`src/rtl/tod_pkg.sv`:
```
package tod_pkg;

  // word index = byte address >> 2
  typedef enum logic [2:0] {
    W_SEC_HI  = 3'd0,
    W_SEC_LO  = 3'd1,
    W_NSEC    = 3'd2,
    W_RSVD    = 3'd3,
    W_INC     = 3'd4,
    W_ADJ_INC = 3'd5,
    W_ADJ_CNT = 3'd6,
    W_NONE    = 3'd7
  } tod_word_e;

  localparam int unsigned NS_PER_SEC = 1_000_000_000;

  typedef struct packed {
    logic sec_hi;
    logic sec_lo;
    logic nsec;
  } tod_wr_t;

endpackage

```
`src/rtl/tod_adjust.sv`:
```
module tod_adjust #(
  parameter int CNT_W = 20
) (
  input  logic             clk,
  input  logic             rst_n,
  input  logic             load,
  input  logic [CNT_W-1:0] load_val,
  output logic [CNT_W-1:0] remain,
  output logic             active
);

  logic [CNT_W-1:0] cnt_q;

  always_ff @(posedge clk or negedge rst_n) begin
    if (!rst_n)
      cnt_q <= '0;
    else if (load)
      cnt_q <= load_val;
    else if (cnt_q != '0)
      cnt_q <= cnt_q - 1'b1;
  end

  assign remain = cnt_q;
  assign active = (cnt_q != '0);

endmodule

```
`src/rtl/tod_accum.sv`:
```
module tod_accum #(
  parameter int SEC_W    = 48,
  parameter int NS_W     = 32,
  parameter int FRAC_W   = 16,
  parameter int INC_NS_W = 4,
  parameter int DATA_W   = 32
) (
  input  logic                          clk,
  input  logic                          rst_n,
  input  logic [INC_NS_W+FRAC_W-1:0]    inc,
  input  tod_pkg::tod_wr_t              wr,
  input  logic [DATA_W-1:0]             wdata,
  output logic [SEC_W-1:0]              sec,
  output logic [NS_W-1:0]               nsec,
  output logic [FRAC_W-1:0]             frac,
  output logic                          roll
);

  localparam int INC_W    = INC_NS_W + FRAC_W;
  localparam int ACC_W    = NS_W + FRAC_W + 1;
  localparam int SEC_HI_W = SEC_W - DATA_W;
  localparam logic [NS_W:0] WRAP = (NS_W+1)'(tod_pkg::NS_PER_SEC);

  // returns {wrapped, nsec, frac}
  function automatic logic [NS_W+FRAC_W:0] tod_step(
    input logic [NS_W-1:0]   ns_in,
    input logic [FRAC_W-1:0] fr_in,
    input logic [INC_W-1:0]  step
  );
    logic [ACC_W-1:0] sum;
    logic [NS_W:0]    whole;
    logic             wrapped;
    sum     = {1'b0, ns_in, fr_in} + ACC_W'(step);
    whole   = sum[ACC_W-1:FRAC_W];
    wrapped = (whole >= WRAP);
    if (wrapped)
      whole = whole - WRAP;
    return {wrapped, whole[NS_W-1:0], sum[FRAC_W-1:0]};
  endfunction

  logic [SEC_W-1:0]     sec_q;
  logic [NS_W-1:0]      ns_q;
  logic [FRAC_W-1:0]    frac_q;
  logic [NS_W+FRAC_W:0] nxt;
  logic                 any_wr;

  assign any_wr = wr.sec_hi | wr.sec_lo | wr.nsec;
  assign nxt    = tod_step(ns_q, frac_q, inc);
  assign roll   = !any_wr && nxt[NS_W+FRAC_W];

  generate
    if (SEC_HI_W > 0) begin : g_split_sec
      always_ff @(posedge clk or negedge rst_n) begin
        if (!rst_n) begin
          sec_q <= '0;
        end else if (any_wr) begin
          if (wr.sec_hi) sec_q[SEC_W-1:DATA_W] <= wdata[SEC_HI_W-1:0];
          if (wr.sec_lo) sec_q[DATA_W-1:0]     <= wdata;
        end else if (roll) begin
          sec_q <= sec_q + 1'b1;
        end
      end
    end else begin : g_single_sec
      always_ff @(posedge clk or negedge rst_n) begin
        if (!rst_n)
          sec_q <= '0;
        else if (any_wr) begin
          if (wr.sec_lo) sec_q <= wdata[SEC_W-1:0];
        end else if (roll)
          sec_q <= sec_q + 1'b1;
      end
    end
  endgenerate

  always_ff @(posedge clk or negedge rst_n) begin
    if (!rst_n) begin
      ns_q   <= '0;
      frac_q <= '0;
    end else if (any_wr) begin
      if (wr.nsec) begin
        ns_q   <= wdata[NS_W-1:0];
        frac_q <= '0;
      end
    end else begin
      ns_q   <= nxt[NS_W+FRAC_W-1:FRAC_W];
      frac_q <= nxt[FRAC_W-1:0];
    end
  end

  assign sec  = sec_q;
  assign nsec = ns_q;
  assign frac = frac_q;

endmodule

```
`src/rtl/tod_regs.sv`:
```
module tod_regs #(
  parameter int SEC_W    = 48,
  parameter int NS_W     = 32,
  parameter int INC_W    = 20,
  parameter int CNT_W    = 20,
  parameter int DATA_W   = 32,
  parameter int ADDR_W   = 5,
  parameter logic [INC_W-1:0] INC_RESET = 20'h66666
) (
  input  logic                 clk,
  input  logic                 rst_n,
  input  logic                 wr_en,
  input  logic                 rd_en,
  input  logic [ADDR_W-1:0]    addr,
  input  logic [DATA_W-1:0]    wdata,
  input  logic [SEC_W-1:0]     sec,
  input  logic [NS_W-1:0]      nsec,
  input  logic [CNT_W-1:0]     cnt_remain,
  output logic [INC_W-1:0]     inc_norm,
  output logic [INC_W-1:0]     inc_adj,
  output logic                 cnt_load,
  output logic [CNT_W-1:0]     cnt_val,
  output tod_pkg::tod_wr_t     time_wr,
  output logic [DATA_W-1:0]    rdata
);
  import tod_pkg::*;

  localparam int SEC_HI_W = SEC_W - DATA_W;

  tod_word_e          word;
  logic [INC_W-1:0]   inc_norm_q, inc_adj_q;
  logic [DATA_W-1:0]  snap_lo_q;
  logic [NS_W-1:0]    snap_ns_q;
  logic               snap_lo_vld, snap_ns_vld;
  logic [DATA_W-1:0]  rd_mux, rdata_q;

  assign word = (addr[ADDR_W-1:2] > (ADDR_W-2)'(W_NONE)) ? W_NONE
              : tod_word_e'(addr[4:2]);

  assign time_wr.sec_hi = wr_en && (word == W_SEC_HI);
  assign time_wr.sec_lo = wr_en && (word == W_SEC_LO);
  assign time_wr.nsec   = wr_en && (word == W_NSEC);
  assign cnt_load       = wr_en && (word == W_ADJ_CNT);
  assign cnt_val        = wdata[CNT_W-1:0];

  always_ff @(posedge clk or negedge rst_n) begin
    if (!rst_n) begin
      inc_norm_q <= INC_RESET;
      inc_adj_q  <= '0;
    end else if (wr_en) begin
      if (word == W_INC)     inc_norm_q <= wdata[INC_W-1:0];
      if (word == W_ADJ_INC) inc_adj_q  <= wdata[INC_W-1:0];
    end
  end

  always_comb begin
    rd_mux = '0;
    unique case (word)
      W_SEC_HI:  rd_mux = DATA_W'(sec[SEC_W-1:DATA_W]);
      W_SEC_LO:  rd_mux = snap_lo_vld ? snap_lo_q : sec[DATA_W-1:0];
      W_NSEC:    rd_mux = DATA_W'(snap_ns_vld ? snap_ns_q : nsec);
      W_INC:     rd_mux = DATA_W'(inc_norm_q);
      W_ADJ_INC: rd_mux = DATA_W'(inc_adj_q);
      W_ADJ_CNT: rd_mux = DATA_W'(cnt_remain);
      default:   rd_mux = '0;
    endcase
  end

  always_ff @(posedge clk or negedge rst_n) begin
    if (!rst_n) begin
      rdata_q     <= '0;
      snap_lo_q   <= '0;
      snap_ns_q   <= '0;
      snap_lo_vld <= 1'b0;
      snap_ns_vld <= 1'b0;
    end else if (rd_en) begin
      rdata_q <= rd_mux;
      if (word == W_SEC_HI) begin
        snap_lo_q   <= sec[DATA_W-1:0];
        snap_ns_q   <= nsec;
        snap_lo_vld <= 1'b1;
        snap_ns_vld <= 1'b1;
      end
      if (word == W_SEC_LO) snap_lo_vld <= 1'b0;
      if (word == W_NSEC)   snap_ns_vld <= 1'b0;
    end
  end

  assign inc_norm = inc_norm_q;
  assign inc_adj  = inc_adj_q;
  assign rdata    = rdata_q;

  if (SEC_HI_W <= 0) begin : g_bad_width
    initial $error("tod_regs: SEC_W must exceed DATA_W");
  end

endmodule

```
`src/rtl/tod_clock.sv`:
```
module tod_clock #(
  parameter int SEC_W     = 48,
  parameter int NS_W      = 32,
  parameter int FRAC_W    = 16,
  parameter int INC_NS_W  = 4,
  parameter int CNT_W     = 20,
  parameter int DATA_W    = 32,
  parameter int ADDR_W    = 5,
  parameter int NOM_NS    = 6,
  parameter int NOM_FRAC  = 16'h6666,
  localparam int INC_W    = INC_NS_W + FRAC_W,
  localparam int STAMP_W  = SEC_W + NS_W + FRAC_W
) (
  input  logic               clk,
  input  logic               rst_n,
  input  logic               reg_wr,
  input  logic               reg_rd,
  input  logic [ADDR_W-1:0]  reg_addr,
  input  logic [DATA_W-1:0]  reg_wdata,
  output logic [DATA_W-1:0]  reg_rdata,
  output logic [STAMP_W-1:0] tod_stamp
);

  localparam logic [INC_W-1:0] INC_RESET =
    {INC_NS_W'(NOM_NS), FRAC_W'(NOM_FRAC)};

  // named internal events, observed by the bound checker
  logic [SEC_W-1:0]  sec;
  logic [NS_W-1:0]   nsec;
  logic [FRAC_W-1:0] frac;
  logic [INC_W-1:0]  inc_norm, inc_adj, inc_sel;
  logic              cnt_load, adj_active, roll, time_wr_any;
  logic [CNT_W-1:0]  cnt_val, adj_remain;
  tod_pkg::tod_wr_t  time_wr;

  tod_regs #(
    .SEC_W(SEC_W), .NS_W(NS_W), .INC_W(INC_W), .CNT_W(CNT_W),
    .DATA_W(DATA_W), .ADDR_W(ADDR_W), .INC_RESET(INC_RESET)
  ) u_regs (
    .clk(clk), .rst_n(rst_n), .wr_en(reg_wr), .rd_en(reg_rd),
    .addr(reg_addr), .wdata(reg_wdata), .sec(sec), .nsec(nsec),
    .cnt_remain(adj_remain), .inc_norm(inc_norm), .inc_adj(inc_adj),
    .cnt_load(cnt_load), .cnt_val(cnt_val), .time_wr(time_wr),
    .rdata(reg_rdata)
  );

  tod_adjust #(.CNT_W(CNT_W)) u_adjust (
    .clk(clk), .rst_n(rst_n), .load(cnt_load), .load_val(cnt_val),
    .remain(adj_remain), .active(adj_active)
  );

  assign inc_sel     = adj_active ? inc_adj : inc_norm;
  assign time_wr_any = time_wr.sec_hi | time_wr.sec_lo | time_wr.nsec;

  tod_accum #(
    .SEC_W(SEC_W), .NS_W(NS_W), .FRAC_W(FRAC_W),
    .INC_NS_W(INC_NS_W), .DATA_W(DATA_W)
  ) u_accum (
    .clk(clk), .rst_n(rst_n), .inc(inc_sel), .wr(time_wr),
    .wdata(reg_wdata), .sec(sec), .nsec(nsec), .frac(frac), .roll(roll)
  );

  assign tod_stamp = {sec, nsec, frac};

endmodule

```
`config.mk`:
```
export PLATFORM = sky130hd
export DESIGN_NAME = tod_clock
export DESIGN_NICKNAME = d
export VERILOG_FILES = /design/src/rtl/tod_pkg.sv /design/src/rtl/tod_adjust.sv /design/src/rtl/tod_accum.sv /design/src/rtl/tod_regs.sv /design/src/rtl/tod_clock.sv
export SDC_FILE = /design/constraint.sdc
export NUM_CORES = 1
export LEC_CHECK = 0
export ABC_CLOCK_PERIOD_IN_PS = 14600
export BUFFER_PORTS_ARGS = -buffer_cell sky130_fd_sc_hd__buf_2
export CORE_ASPECT_RATIO = 0.8
export CORE_UTILIZATION = 50
export CTS_CLUSTER_DIAMETER = 100
export CTS_CLUSTER_SIZE = 28
export DETAILED_ROUTE_END_ITERATION = 8
export GPL_TIMING_DRIVEN = 0
export MAX_ROUTING_LAYER = met4
export PLACE_DENSITY_LB_ADDON = 0.08
export SETUP_SLACK_MARGIN = 0.1
export SLEW_MARGIN = 5
export SYNTH_ARGS = -nofsm -noshare
export SYNTH_HDL_FRONTEND = slang
export SYNTH_SLANG_ARGS = --single-unit
```
`constraint.sdc`:
```
create_clock -name clk -period 14.6 [get_ports clk]
set_input_delay 1.46 -clock clk [delete_from_list [all_inputs] [get_ports clk]]
set_output_delay 1.46 -clock clk [all_outputs]
set_load 0.02 [all_outputs]
```
==> results of run 1 <==
registers in the layout, summed over array words and instances, names as in the netlist:
| signal | count |
|---|---|
| u_regs.inc_adj | 20 |
| u_adjust.remain | 20 |
| u_accum.nsec | 32 |
| u_regs.snap_ns_vld | 1 |
| u_regs.snap_lo_q | 32 |
| u_regs.inc_norm | 20 |
| u_regs.snap_ns_q | 32 |
| u_regs.rdata | 32 |
| u_accum.sec | 48 |
| u_regs.snap_lo_vld | 1 |
| u_accum.frac | 16 |
path summary, 6_finish.rpt:
kind / from / endpoint / slack [ns] / cells after the start
setup / recovery: u_adjust.remain[6]$_DFFE_PN0P_ / u_accum.nsec[9]$_DFFE_PN0P_ / 5.62 / 23
hold / removal: u_regs.snap_ns_q[3]$_DFFE_PN0P_ / u_regs.snap_ns_q[3]$_DFFE_PN0P_ / 0.52 / 1
setup reg to reg: u_adjust.remain[6]$_DFFE_PN0P_ / u_accum.nsec[9]$_DFFE_PN0P_ / 5.62 / 23
hold reg to reg: u_regs.snap_ns_q[3]$_DFFE_PN0P_ / u_regs.snap_ns_q[3]$_DFFE_PN0P_ / 0.52 / 1
max in group asynchronous: rst_n / u_regs.rdata[31]$_DFFE_PN0P_ / 12.37 / 3
min in group asynchronous: rst_n / u_regs.rdata[0]$_DFFE_PN0P_ / 0.90 / 1
metal layers:
| layer | vias up | wire length, um |
|---|---|---|
| li1 | 6991 | - |
| met1 | 7889 | 29400 |
| met3 | 141 | 6590 |
| met2 | 943 | 27200 |
| met5 | - | 0 |
| met4 | 0 | 2810 |
layout make-up:
class                           count  area [um^2]
Multi-Input combinational cell   1366         9030
Clock buffer                       18          344
Buffer                            122          489
Inverter                           52          195
Tap cell                          420          526
Clock inverter                      2         32.5
Fill cell                        2950        13600
Timing Repair Buffer              167          891
Sequential cell                   254         6370
cell families after synthesis:
family | after synthesis | synth area share (%)
flops | 254 | 39.6
fa+ha+maj | 25 | 1.99
mux | 175 | 11.8
xor+xnor | 55 | 3.00
buf+inv | 174 | 4.26
simple gates | 591 | 17.6
compound gates | 520 | 21.7
power groups by stage:
stage	sequential, uW	clock (uW)	combinational [uW]
2_1_floorplan	1400	0	1200
3_3_place_gp	1320	0	1980
6_report	1340	428	2060
5_1_grt	1370	452	2200
3_5_place_dp	1340	0	2010
4_1_cts	1320	430	2010
through the flow:
stage	instance area [um^2]	cells	util, %	hold slack [ns]	worst slack, ns
global route	17900	2401	56.8	0.531	5.11
global placement	17400	2379	55.3	0.485	5.97
detailed placement	17500	2381	55.6	0.493	5.94
finish	17900	2401	56.8	0.519	5.62
CTS	17900	2401	56.8	0.519	5.84
floorplan	16100	1794	-	0.475	8.18
cell usage in the layout, fill, tap and decap left out, types with 11 or more instances in the layout:
master       n
o22ai_1     73
inv_1       51
nand2b_1    11
a221oi_1    16
xnor2_1     35
a211oi_1    21
ha_1        24
nand2_1    206
mux2_2     110
nor3_1      39
dfrtp_1    244
buf_2      183
mux2i_1     65
and3_1      30
xor2_1      20
and4_1      16
nand3_1     53
o21ai_1     12
clkbuf_16   13
a21oi_1    116
o22a_1      20
a31oi_1     28
o21ai_0     80
nor2_1     132
o21a_1      15
clkbuf_1    99
and2_1      13
nor4_1      15
a21o_1      22
nand4_1     25
o211ai_1    20
worst register-to-register path: cells and delay by family (launching register included):
kind | cells | cell delay, ns
AO/OA/AOI/OAI | 7 | 2.06
XOR/XNOR | 1 | 0.45
adder cells (fa/ha/maj) | 2 | 0.59
buffers and inverters | 2 | 0.52
flip-flops | 1 | 0.46
AND/OR/NAND/NOR | 11 | 4.78
==> results.md, run 1 <==
* DR vias at around 16000
* Internal at 1920 uW
* Clock share of power at 11.2%
* Final Setup Violations at 0
* Max Root-Sink Buffers at 3
* Share of the synthesized area in the top cell type at 38.0%
* Die area at 32900 um^2
* Psw at 1910 uW
* Worst path top cell family by delay: simple AND/OR/NAND/NOR gates
* Vias in the first global route at 14600
* Power consumption at approximately 3800 uW
* Clock Skew at between 0.02 and 0.025 ns
* EDFF count, synth at 0
* GRT Total Usage at 40.7%
* Remaining DRCs at 0
* Final Hold Fails at 0
* DIE WIDTH at 202 um
* Htree depth at 1
* Yosys reg bits at 254
* RePlAce Congestion at 1.01
* RSZ-0062 raised after global routing: false
* Crit-path max cell delay at approximately 0.94 ns
* Post-DR vias/cell at 6.65
* Post-synthesis net count at around 1900
* Final min period at 8.98 ns
* Total CTS buffers at 13
* Share of layout cells above drive strength 1 at 18.3%
* Core area at between 30000 and 40000 um^2
* DP HPWL at 50300 um
* First-pass GRT wire length at 96600 um
* DRT iter0 DRCs at ~2000
* Area Overhead vs Synth at 11.2%
* N_diodes at 0
* Clk sinks at 254
* Initial antenna violation count at 0
* Initial Util at around half
* CP Data Arrival Time at 9.36 ns
* Clock latency on the worst-skew pair at 0.52 ns
* Post-CTS sizing at 0
* Async set-reset flop share out of synthesis at 100%
* Synth warn at 0
* Share of total power in sequential cells at approximately a third
* Routed Antenna Nets at 0
* Die span in y at 162 um
* Crit path buffers/inverters at 2
* Critical path class: flop to flop
* Dominant cell type by area after synthesis: dfrtp_1
* CP max-delay cell: nor3_1
* Top_reg_cell synth: dfrtp_1
* Grt ovf at 0
* Combinational fraction of design power at 53.7%
* # rows at 58
* WL/cell at ~27 um
* Leak at 0.00747 uW
* Critical path fanouts, max at 10
* Post-CTS Setup Bufs at 0
* Period Utilization, post-route at between 60% and 70%
* Crit path launch type: flop
* Final slew viol count at 0
* Slew @ Worst Pin at between 1 and 1.5 ns
* Worst vdd ir at 0.118 mV
* DRT Wirelength at 66000 um
* Pre-antenna DRT Iters at 6
* Gr busiest metal: met1
* Most frequent cells after synthesis: 244 x dfrtp_1, 206 x nand2_1, 132 x nor2_1
* Pwr per Cell Area at 214 nW/um^2
* Max-cap violation count at 0
* Hold_buf cts at 0
* Worst endpoint required time at 14.98 ns
* I/O Pins at between 150 and 200
* Status: completed
* Fmax at 0.111 GHz
* Worst setup EP type: flop
* CTS tree: yes
* Clock transition at path regs at 0.12 ns
* Cell with the most instances after synthesis: dfrtp_1
* Syn Inst Count at 1794
* Syn Area/Cell at 8.96 um^2
* Hold Crit Class: flop to flop
* Post-synthesis sequential area ratio at 39.6%
* CTS root buffer: clkbuf_16
* Port buffer count at between 150 and 200
* Met1 Use GR at 59.9%
* Sw frac at 49.9%
* Worst path cell trace: or4_1 -> nor4_1 -> nand3_1 -> nor3_1 -> clkbuf_1 -> nand2_1 -> nand2_1 -> ha_1 -> inv_1 -> fa_1 -> nand2b_1 -> a21oi_2 -> o21ai_1 -> o311ai_1 -> o211ai_1 -> or3_1 -> o21ai_1 -> or3b_1 -> nand3b_1 -> nand3_1 -> xnor2_1 -> o21ai_0 -> a2bb2oi_1
* Syn Std Cell Area at 16100 um^2
* Largest net degree at the start of global routing at a little under 100
* Met3 usage at 6.80%
* Slew HR at 13.2%
* M2 GR Usage at 55.8%
* Top post-synthesis cells by area: dfrtp_1 38%, mux2_2 7.7%, nand2_1 4.8%, mux2i_1 4.0%, a21oi_1 3.6%
* Synth unique cells at 83
* NumNets Final at 2042
* Fin Setup TNS at 0 ns
Power figures use the tool's default switching activity.
==> run 2: changes to the inputs <==
ABC_CLOCK_PERIOD_IN_PS = 7400   (was 14600)
clock period = 7.4 ns   (was 14.6 ns; I/O delays follow)
==> results.md, run 2 (synthesis gave the netlist of run 1 again) <==
* Die span in y at 162 um
* Crit path launch type: flop
* Vias in the first global route at approximately 15000
* Initial antenna violation count at 1
* First-pass GRT wire length at roughly 97000 um
* DP HPWL at roughly 50000 um
* Core area at 31500 um^2
* Pre-antenna DRT Iters at 5
* Slew HR at about 13%
* Status: completed
* Power consumption at 7710 uW
* Commonest non-fill, non-tap cell in the layout: dfrtp_1
* Final Hold Fails at 0
* Final min period at 7.22 ns
* NumNets Final at 2056
* Area Overhead vs Synth at 13.5%
* Share of layout cells above drive strength 1 at 21.0%
* Critical path fanouts, max at 10
* I/O Pins at 169
* Dpl cells at between 2000 and 2500
* Final slew viol count at 0
* Hold_buf cts at 0
* Largest net degree at the start of global routing at 97
* Clock transition at path regs at 0.11 ns
* Pwr per Cell Area at about 420 nW/um^2
* DR vias at 16100
* Port buffer count at 165
* Clock latency on the worst-skew pair at between 0.5 and 0.6 ns
* RSZ-0062 raised after global routing: true
* Post-DR vias/cell at 6.66
* DIE WIDTH at approximately 200 um
* Max Root-Sink Buffers at 3
* Worst setup EP type: flop
* Max FFs per register at 48
* GRT Total Usage at 40.9%
* Routed Antenna Nets at 0
* CTS tree: yes
* Critical path class: flop to flop
* Die area at 32900 um^2
* CP Data Arrival Time at 7.67 ns
* Initial Util at 51.0%
* Leak at 0.00759 uW
* DRT Wirelength at 66400 um
* Core Util, Final at ~58%
* Slew @ Worst Pin at 1.29 ns
* DRT iter0 DRCs at 2194
* Worst vdd ir at 0.248 mV
* Cells on worst reg2reg path at 24
* Period Utilization, post-route at a little under 100%
* # rows at 58
* CTS root buffer: clkbuf_16
* Clock Skew at 0.0243 ns
* Max-cap violation count at 0
* Worst endpoint required time at 7.85 ns
* Total CTS buffers at 13
* Htree depth at 1
* Remaining DRCs at 0
* Most frequent cells in the layout: 244 x dfrtp_1, 205 x nand2_1, 180 x buf_2
* RePlAce Congestion at between 1 and 1.5
* Fmax at 0.138 GHz
* WL/cell at 27.5 um
* Hold Crit Class: primary input to async pin
* Post-Layout Cell Count at between 2000 and 2500
* Clk sinks at 254
* Grt ovf at 0
* Final Setup Violations at 0
## run 2: changes by cell type in the layout (fill, tap and decap cells not counted), sizes merged
cell	previous run	this run
clkbuf	112	111
diode	0	1
buf	195	210
## run 2: where the power goes
group | internal (uW) | switching, uW
registers | 1950 | 706
clock network | 341 | 504
logic | 1570 | 2640
total | 3860 | 3850
## run 2: repair_timing
action,CTS,global route
pin swaps,3,9
setup endpoints to repair,71,69
hold endpoints to repair,0,0
setup buffers,5,10
gates resized for setup,26,35
## run 2: worst paths after layout
kind / start / end / slack, ns
min in group clk: reg_wdata[30] / u_accum.sec[30]$_DFFE_PN0P_ / 0.52
worst max register to register: u_adjust.remain[6]$_DFFE_PN0P_ / u_accum.sec[33]$_DFFE_PN0P_ / 0.18
worst min register to register: u_regs.snap_lo_q[3]$_DFFE_PN0P_ / u_regs.snap_lo_q[3]$_DFFE_PN0P_ / 0.52
worst max-delay path: u_adjust.remain[6]$_DFFE_PN0P_ / u_accum.sec[33]$_DFFE_PN0P_ / 0.18
worst min-delay path: rst_n / u_regs.rdata[0]$_DFFE_PN0P_ / 0.19
max in group asynchronous: rst_n / u_regs.rdata[31]$_DFFE_PN0P_ / 5.88
## run 2: final cells by class
class                           count  area, um^2
Fill cell                        2927       13300
Multi-Input combinational cell   1366        9260
Sequential cell                   254        6370
Timing Repair Buffer              182        1000
Tap cell                          420         526
Buffer                            121         502
Clock buffer                       18         344
Inverter                           52         195
Clock inverter                      2        32.5
Antenna cell                        1        2.50
## run 2: per-stage QoR
| step | setup WS, ns | TNS (ns) | hold slack [ns] | instance area, um^2 |
|---|---|---|---|---|
| after floorplan | 0.979 | 0 | 0.444 | 16100 |
| after global placement | -1.23 | -62.08 | 0.485 | 17400 |
| after detailed placement | -1.26 | -62.88 | 0.493 | 17500 |
| after CTS | 0.147 | 0 | 0.228 | 18000 |
| after global routing | 0.0545 | 0 | 0.233 | 18200 |
| final | 0.178 | 0 | 0.192 | 18200 |
## run 2: metal layers
metal | global-route usage [%] | wire length, um | vias up
met4 | 13.5 | 2420 | 0
met3 | 7.22 | 7280 | 125
li1 | - | - | 7012
met5 | - | 0 | -
met2 | 56.5 | 27700 | 1008
met1 | 59.9 | 29000 | 7950
## run 2: critical path, stage by stage (launching register included)
cell	delay [ns]
dfrtp_1	0.48
or4_4	0.61
nor4_4	0.35
nand3_2	0.13
or3_1	0.39
clkbuf_1	0.19
clkbuf_4	0.26
nand2_1	0.09
nand2_1	0.12
ha_1	0.30
a21o_1	0.18
nand4_4	0.19
a2111oi_4	0.65
o21ai_2	0.27
a21o_1	0.26
or3_1	0.43
a21o_1	0.22
or3b_1	0.37
nand3b_1	0.25
and3_4	0.30
buf_4	0.23
buf_4	0.27
a21oi_1	0.09
o21ai_0	0.27
o221a_2	0.23
